--- src/rtl/pt_walker_pkg.sv ---
package pt_walker_pkg;
  typedef enum logic [2:0] {
    WK_IDLE,
    WK_TOP_RD,
    WK_TOP_WT,
    WK_LEAF_RD,
    WK_LEAF_WT,
    WK_DONE
  } walk_state_t;
endpackage

--- src/rtl/pt_walk_fsm.sv ---
module pt_walk_fsm
  import pt_walker_pkg::*;
(
  input  logic clk,
  input  logic rst_n,
  input  logic miss_valid,
  input  logic mem_rvalid,
  input  logic entry_present,
  input  logic res_ready,
  output logic miss_ready,
  output logic accept,
  output logic mem_req,
  output logic leaf_phase,
  output logic top_load,
  output logic leaf_load,
  output logic res_valid
);
  walk_state_t state_q, state_d;

  always_comb begin
    state_d = state_q;
    unique case (state_q)
      WK_IDLE:    if (miss_valid) state_d = WK_TOP_RD;
      WK_TOP_RD:  state_d = WK_TOP_WT;
      WK_TOP_WT:  if (mem_rvalid) state_d = entry_present ? WK_LEAF_RD : WK_DONE;
      WK_LEAF_RD: state_d = WK_LEAF_WT;
      WK_LEAF_WT: if (mem_rvalid) state_d = WK_DONE;
      WK_DONE:    if (res_ready) state_d = WK_IDLE;
      default:    state_d = WK_IDLE;
    endcase
  end

  always_ff @(posedge clk or negedge rst_n) begin
    if (!rst_n) state_q <= WK_IDLE;
    else        state_q <= state_d;
  end

  assign miss_ready = (state_q == WK_IDLE);
  assign accept     = miss_ready && miss_valid;
  assign mem_req    = (state_q == WK_TOP_RD) || (state_q == WK_LEAF_RD);
  assign leaf_phase = (state_q == WK_LEAF_RD);
  assign top_load   = (state_q == WK_TOP_WT) && mem_rvalid;
  assign leaf_load  = (state_q == WK_LEAF_WT) && mem_rvalid;
  assign res_valid  = (state_q == WK_DONE);
endmodule

--- src/rtl/pt_addr_gen.sv ---
module pt_addr_gen #(
  parameter int TOP_IDX_W  = 10,
  parameter int LEAF_IDX_W = 10,
  parameter int PG_OFF_W   = 12,
  parameter int FRAME_W    = 20,
  parameter int PA_W       = 32,
  parameter int IDX_SHIFT  = 2
) (
  input  logic [PA_W-1:0]       root_base,
  input  logic [TOP_IDX_W-1:0]  top_idx,
  input  logic [LEAF_IDX_W-1:0] leaf_idx,
  input  logic [FRAME_W-1:0]    leaf_frame,
  input  logic                  sel_leaf,
  output logic [PA_W-1:0]       entry_addr
);
  logic [PA_W-1:0] top_addr, leaf_addr, leaf_base;

  assign leaf_base  = PA_W'(leaf_frame) << PG_OFF_W;
  assign top_addr   = root_base + (PA_W'(top_idx) << IDX_SHIFT);
  assign leaf_addr  = leaf_base + (PA_W'(leaf_idx) << IDX_SHIFT);
  assign entry_addr = sel_leaf ? leaf_addr : top_addr;
endmodule

--- src/rtl/pt_walker.sv ---
module pt_walker #(
  parameter int VA_W        = 32,
  parameter int TOP_IDX_W   = 10,
  parameter int LEAF_IDX_W  = 10,
  parameter int ENTRY_W     = 32,
  parameter int PA_W        = 32,
  parameter int ENTRY_BYTES = 4,
  parameter int PRESENT_BIT = 0
) (
  input  logic               clk,
  input  logic               rst_n,
  input  logic               base_we,
  input  logic [PA_W-1:0]    base_wdata,
  input  logic               miss_valid,
  output logic               miss_ready,
  input  logic [VA_W-1:0]    miss_vaddr,
  output logic               mem_req,
  output logic [PA_W-1:0]    mem_addr,
  input  logic               mem_rvalid,
  input  logic [ENTRY_W-1:0] mem_rdata,
  output logic               res_valid,
  input  logic               res_ready,
  output logic               res_fault,
  output logic [ENTRY_W-1:0] res_pte
);
  localparam int PG_OFF_W  = VA_W - TOP_IDX_W - LEAF_IDX_W;
  localparam int FRAME_W   = ENTRY_W - PG_OFF_W;
  localparam int IDX_SHIFT = $clog2(ENTRY_BYTES);

  logic                  accept, top_load, leaf_load, leaf_phase;
  logic                  present;
  logic [PA_W-1:0]       base_q, walk_base_q;
  logic [TOP_IDX_W-1:0]  top_idx_q;
  logic [LEAF_IDX_W-1:0] leaf_idx_q;
  logic [FRAME_W-1:0]    frame_q;
  logic                  fault_q;
  logic [ENTRY_W-1:0]    pte_q;
  logic                  unused_offset;

  assign unused_offset = ^miss_vaddr[PG_OFF_W-1:0];
  assign present       = mem_rdata[PRESENT_BIT];

  pt_walk_fsm u_fsm (
    .clk           (clk),
    .rst_n         (rst_n),
    .miss_valid    (miss_valid),
    .mem_rvalid    (mem_rvalid),
    .entry_present (present),
    .res_ready     (res_ready),
    .miss_ready    (miss_ready),
    .accept        (accept),
    .mem_req       (mem_req),
    .leaf_phase    (leaf_phase),
    .top_load      (top_load),
    .leaf_load     (leaf_load),
    .res_valid     (res_valid)
  );

  pt_addr_gen #(
    .TOP_IDX_W  (TOP_IDX_W),
    .LEAF_IDX_W (LEAF_IDX_W),
    .PG_OFF_W   (PG_OFF_W),
    .FRAME_W    (FRAME_W),
    .PA_W       (PA_W),
    .IDX_SHIFT  (IDX_SHIFT)
  ) u_addr (
    .root_base  (walk_base_q),
    .top_idx    (top_idx_q),
    .leaf_idx   (leaf_idx_q),
    .leaf_frame (frame_q),
    .sel_leaf   (leaf_phase),
    .entry_addr (mem_addr)
  );

  // Root base register; a walk runs on its own snapshot.
  always_ff @(posedge clk or negedge rst_n) begin
    if (!rst_n)       base_q <= '0;
    else if (base_we) base_q <= base_wdata;
  end

  always_ff @(posedge clk or negedge rst_n) begin
    if (!rst_n) begin
      walk_base_q <= '0;
      top_idx_q   <= '0;
      leaf_idx_q  <= '0;
    end else if (accept) begin
      walk_base_q <= base_q;
      top_idx_q   <= miss_vaddr[VA_W-1 -: TOP_IDX_W];
      leaf_idx_q  <= miss_vaddr[PG_OFF_W +: LEAF_IDX_W];
    end
  end

  always_ff @(posedge clk or negedge rst_n) begin
    if (!rst_n) begin
      frame_q <= '0;
      fault_q <= 1'b0;
      pte_q   <= '0;
    end else if (top_load || leaf_load) begin
      pte_q   <= mem_rdata;
      fault_q <= !present;
      if (top_load) frame_q <= mem_rdata[ENTRY_W-1 -: FRAME_W];
    end
  end

  assign res_fault = fault_q;
  assign res_pte   = pte_q;
endmodule

--- config.mk ---
export PLATFORM = sky130hd
export DESIGN_NAME = pt_walker
export DESIGN_NICKNAME = d
export VERILOG_FILES = /design/src/rtl/pt_walker_pkg.sv /design/src/rtl/pt_walk_fsm.sv /design/src/rtl/pt_addr_gen.sv /design/src/rtl/pt_walker.sv
export SDC_FILE = /design/constraint.sdc
export NUM_CORES = 1
export LEC_CHECK = 0
export ABC_CLOCK_PERIOD_IN_PS = 7550
export BUFFER_PORTS_ARGS = -buffer_cell sky130_fd_sc_hd__buf_2
export CAP_MARGIN = 30
export CORE_ASPECT_RATIO = 1.1
export CORE_MARGIN = 1.5
export CORE_UTILIZATION = 35
export CTS_CLUSTER_SIZE = 28
export DETAILED_ROUTE_END_ITERATION = 8
export GPL_TIMING_DRIVEN = 0
export SYNTH_ARGS = -nofsm -noshare
export SYNTH_HDL_FRONTEND = slang
export SYNTH_SLANG_ARGS = --single-unit
--- constraint.sdc ---
create_clock -name clk -period 7.55 [get_ports clk]
set_clock_uncertainty 0.15 [all_clocks]
set_input_delay 1.8875 -clock clk [delete_from_list [all_inputs] [get_ports clk]]
set_output_delay 1.8875 -clock clk [all_outputs]
set_load 0.05 [all_outputs]
### Yosys cells after proc, flatten, opt, wreduce, memory -nomap -nowiden

Cells that the tools add are included.

| storage, ports and cells | value |
|---|---|
| word-level logic and storage cells | 35 |
| register bits after elaboration | 140 |
| input port bits | 102 |
| output and inout port bits | 68 |

| cells by class | value |
|---|---|
| multiplexer cells | 7 |
| equal/unequal tests | 9 |
| add/sub/neg operators | 2 |
| reductions and logical operators | 9 |

Operators by type and width:

| cell | number |
|---|---|
| $add A32 B12 Y32 | 2 |
| $mux W32 | 1 |
| $pmux W3 S6 | 1 |
| $mux W3 | 5 |
| $eq A3 B2 Y1 const B | 2 |
| $eq A3 B3 Y1 const B | 2 |
| $ne A2 B2 Y1 const B | 3 |
| $reduce_and A4 Y1 | 1 |
| $eq A3 B1 Y1 const B | 1 |
| $logic_and A1 B1 Y1 | 3 |
| $logic_not A3 Y1 | 1 |
| $logic_or A1 B1 Y1 | 2 |
| $ne A2 B1 Y1 const B | 1 |
| $reduce_and A2 Y1 | 1 |
| $logic_not A1 Y1 | 1 |

### Depth between registers and ports, before layout

| depth | value |
|---|---|
| depth in word-level cells | 4 |
| depth in mapped cells | 8 |
| gate-level depth less buffers | 8 |

### Hierarchy

From an unflattened synthesis, not the netlist that was laid out.

| second synthesis, totals | value |
|---|---|
| cells, all modules | 507 |
| area, all modules | 6707.7 um^2 |

Modules (own cells, without submodules):

| module | instances | cells an instance | sequential area each (um^2) | area each (um^2) |
|---|---|---|---|---|
| pt_walker | 1 | 291 | 3428.3 | 5235.0 |
| pt_addr_gen | 1 | 193 | 0.0 | 1257.5 |
| pt_walk_fsm | 1 | 23 | 75.1 | 215.2 |

### Least setup slack after synthesis

Ideal clock, no wire load.

| timing | value |
|---|---|
| path kind | reg2out |
| start point | register top_idx_q[0] |
| end point | output mem_addr[22] |
| path slack | 2.676 ns |
| data arrival time | 2.837 ns |
| stages on the path, launching flop included | 9 |
| cells stage by stage | dfrtp_1 ha_1 fa_1 a21oi_1 o21a_1 o211ai_2 nand4_1 xor2_1 o21ai_0 |

| between the ends | value |
|---|---|
| longest elaborated chain between the ends | 2 |

Ends and longest elaborated chain:

| element | line | RTL |
|---|---|---|
| start, declared | pt_walker.sv:33 | `logic [TOP_IDX_W-1:0] top_idx_q;` |
| start signal, assigned | pt_walker.sv:88 | `top_idx_q <= miss_vaddr[VA_W-1 -: TOP_IDX_W];` |
| $add A32 B12 Y32 | pt_addr_gen.sv:19 | `assign top_addr = root_base + (PA_W'(top_idx) << IDX_SHIFT);` |
| $mux W32 | pt_addr_gen.sv:21 | `assign entry_addr = sel_leaf ? leaf_addr : top_addr;` |
| end, declared | pt_walker.sv:18 | `output logic [PA_W-1:0] mem_addr,` |

No other way between the ends.

### Worst setup path in the final report

| timing | value |
|---|---|
| start point | register top_idx_q[0] |
| end point | output mem_addr[16] |

Same word-level chain as after synthesis.

==> run summary <==
Height of the chip = 147 um
Die area = 19,700 um2
Synth Instances = 530
RSZ-0062 raised after global routing = false
Htree depth = 4
CTS root buf = clkbuf_16
Post-synth ARST share = 100%
Gr usage total = 16.7%
Area of the multi-input gates = 2940 um2
Post-synth top area share = 52.9%
Seq/Total Area, Yosys = 52.9%
Crit path max fanout = 10
Post-CTS Resized = 0
Post-synthesis cell type count = 53
Final period utilization = 66.9%
Clock slew at reported path FFs = 60 ps
FP Rows = 52
Syn Area/Cell = 12.5 um2
Final TNS setup = 0 ps
Final setup violation count = 0
CTS tree = built
# port buffers = 156
Sequential cell area = 3500 um2
Worst hold path type = flip-flop to flip-flop
Count leader, synth = dfrtp_1
Final Instance Area = 8360 um2
Startpoint types = flip-flop
Crit path DAT = 3010 ps
FF+latch count, synth = 140
Initial Util = 35.8%
Ys flop type = dfrtp_1
Yosys top cell by area = dfrtp_1
# fillers = 1,753
YS warnings = 0
CTS Sinks = 140
Fmax = 198 MHz
Clk_lat worst skew = 420 ps
Max_cap viols = 0
Bufs on Longest Clock Path = 2
Max-slew violations = 0
Grt total ovfl = 0
Hold Vio Cnt, Final = 0
Worst-Margin Slew = 657 ps
First-pass iteration count of the detailed router = 4
WS Path Type = flip-flop to output port
DRC Markers = 0
Status = finished, final reports clean
Area added between synthesis and finish = 26.3%
First-pass GRT wire length = 25.3 mm
DRT iter0 DRCs = 155
Via count = 4,704
Synth Net Count = 643
Post-synth EDFFs = 0
Gpl congestion = 0.768
Dpl cell area = 7740 um2
Final nets = 819
Tmin final = 5050 ps
Number of global-route vias before repair = 4,825
DP Wirelength = 11.8 mm
WL/cell = 16.3 um
DIE WIDTH = 134 um
CP Capture Type = output port
Share of cells above drive strength 1 = 49.0%
# Post-CTS Setup Buffers = 0
Ports = 170
Total core area = 18,500 um2
CTS buffer count = 17
Via density = 4.87
Post-Route WL = 15.8 mm
Most frequent cells after synthesis = dfrtp_1, mux2_2, nand2_1
DRT antenna net count = 0
Largest net degree at the start of global routing = 77
Max-slew headroom = 56.2%
Cts hold-fix bufs = 0
Initial antenna violation count = 6
Synth top area cells = dfrtp_1, mux2_2, nand2_1
Post-Syn Area = 6620 um2
Worst Path Required = 5510 ps
==> area by class of cell <==
cell class | instances | area share, %
Inverter | 6 | 0.270
Buffer | 29 | 1.81
Tap cell | 243 | 3.64
Timing Repair Buffer | 157 | 9.75
Antenna cell | 3 | 0.0898
Clock inverter | 11 | 1.69
Sequential cell | 140 | 41.9
Multi-Input combinational cell | 355 | 35.2
Clock buffer | 21 | 5.63
==> critical path: stages, from the launching register on <==
cell      delay [ps]
dfrtp_1          380
ha_1             220
fa_1             420
a21oi_1          260
o21a_1           200
o211ai_2         290
nand3_1          210
xor2_1            70
o21ai_0          220
buf_2            320
==> per-layer routing <==
metal | global-route usage, % | up-vias | part of all wire, %
met2 | 27.6 | 140 | 49
met4 | 5.86 | 4 | 1.5
met5 | 0 | - | 0.16
met3 | 5.11 | 23 | 6.3
met1 | 20.7 | 2298 | 43
li1 | - | 2239 | -
==> cells by family after synthesis <==
logic type	after synthesis	synth area share, %
AO/OA/AOI/OAI	56	5.54
XOR/XNOR	18	2.38
adder cells (fa/ha/maj)	11	2.19
buffers and inverters	35	2.63
flip-flops	140	52.9
multiplexers	144	24.4
AND/OR/NAND/NOR	126	9.96
==> registers in the layout, indices dropped and copies added (netlist names) <==
name,cells
base_q,32
frame_q,20
leaf_idx_q,10
res_fault,1
res_pte,32
top_idx_q,10
u_fsm.state_q,3
walk_base_q,32
==> per-stage QoR <==
stage	hold slack (ps)	utilization, %	setup slack [ps]	std cells
2_1_floorplan	296	-	2680	530
3_3_place_gp	309	41.7	2540	929
3_5_place_dp	330	41.9	2920	930
4_1_cts	343	45.2	2450	962
5_1_grt	353	45.2	2310	963
6_report	334	45.2	2500	965
==> layout by cell type, fill, tap and decap left out, types with 3 or more instances in the layout <==
cell type   instances
nor3b_1             6
bufinv_16           3
buf_1               4
nor3_1              6
clkinv_2            4
clkbuf_8            3
clkbuf_16          17
nand4_1             3
nor2_1              8
buf_6               4
and2_1              7
mux2i_1             8
nand3_1            20
and3_1              3
clkbuf_1            9
xor2_1             14
a21oi_1            20
mux2_2            136
inv_1               6
clkinvlp_4          3
ha_1               10
diode_2             3
or4_1               3
buf_2             168
nand3b_1            3
dfrtp_1           140
xnor2_1             4
nand2_1            51
o21ai_0            20
==> worst paths after layout <==
check	startpoint	end	slack, ps	cells past startpoint
worst max register to register	u_fsm.state_q[1]$_DFFE_PN0P_	walk_base_q[0]$_DFFE_PN0P_	5450	6
max in group asynchronous	rst_n	base_q[12]$_DFFE_PN0P_	5180	2
worst min register to register	base_q[18]$_DFFE_PN0P_	walk_base_q[18]$_DFFE_PN0P_	330	2
min in group asynchronous	rst_n	base_q[29]$_DFFE_PN0P_	1310	1
worst max-delay path	top_idx_q[0]$_DFFE_PN0P_	mem_addr[16]	2500	9
worst min-delay path	base_q[18]$_DFFE_PN0P_	walk_base_q[18]$_DFFE_PN0P_	330	2
Power is not shown: default switching activity piles up to over one toggle a cycle in this logic, so the estimate is an artifact.
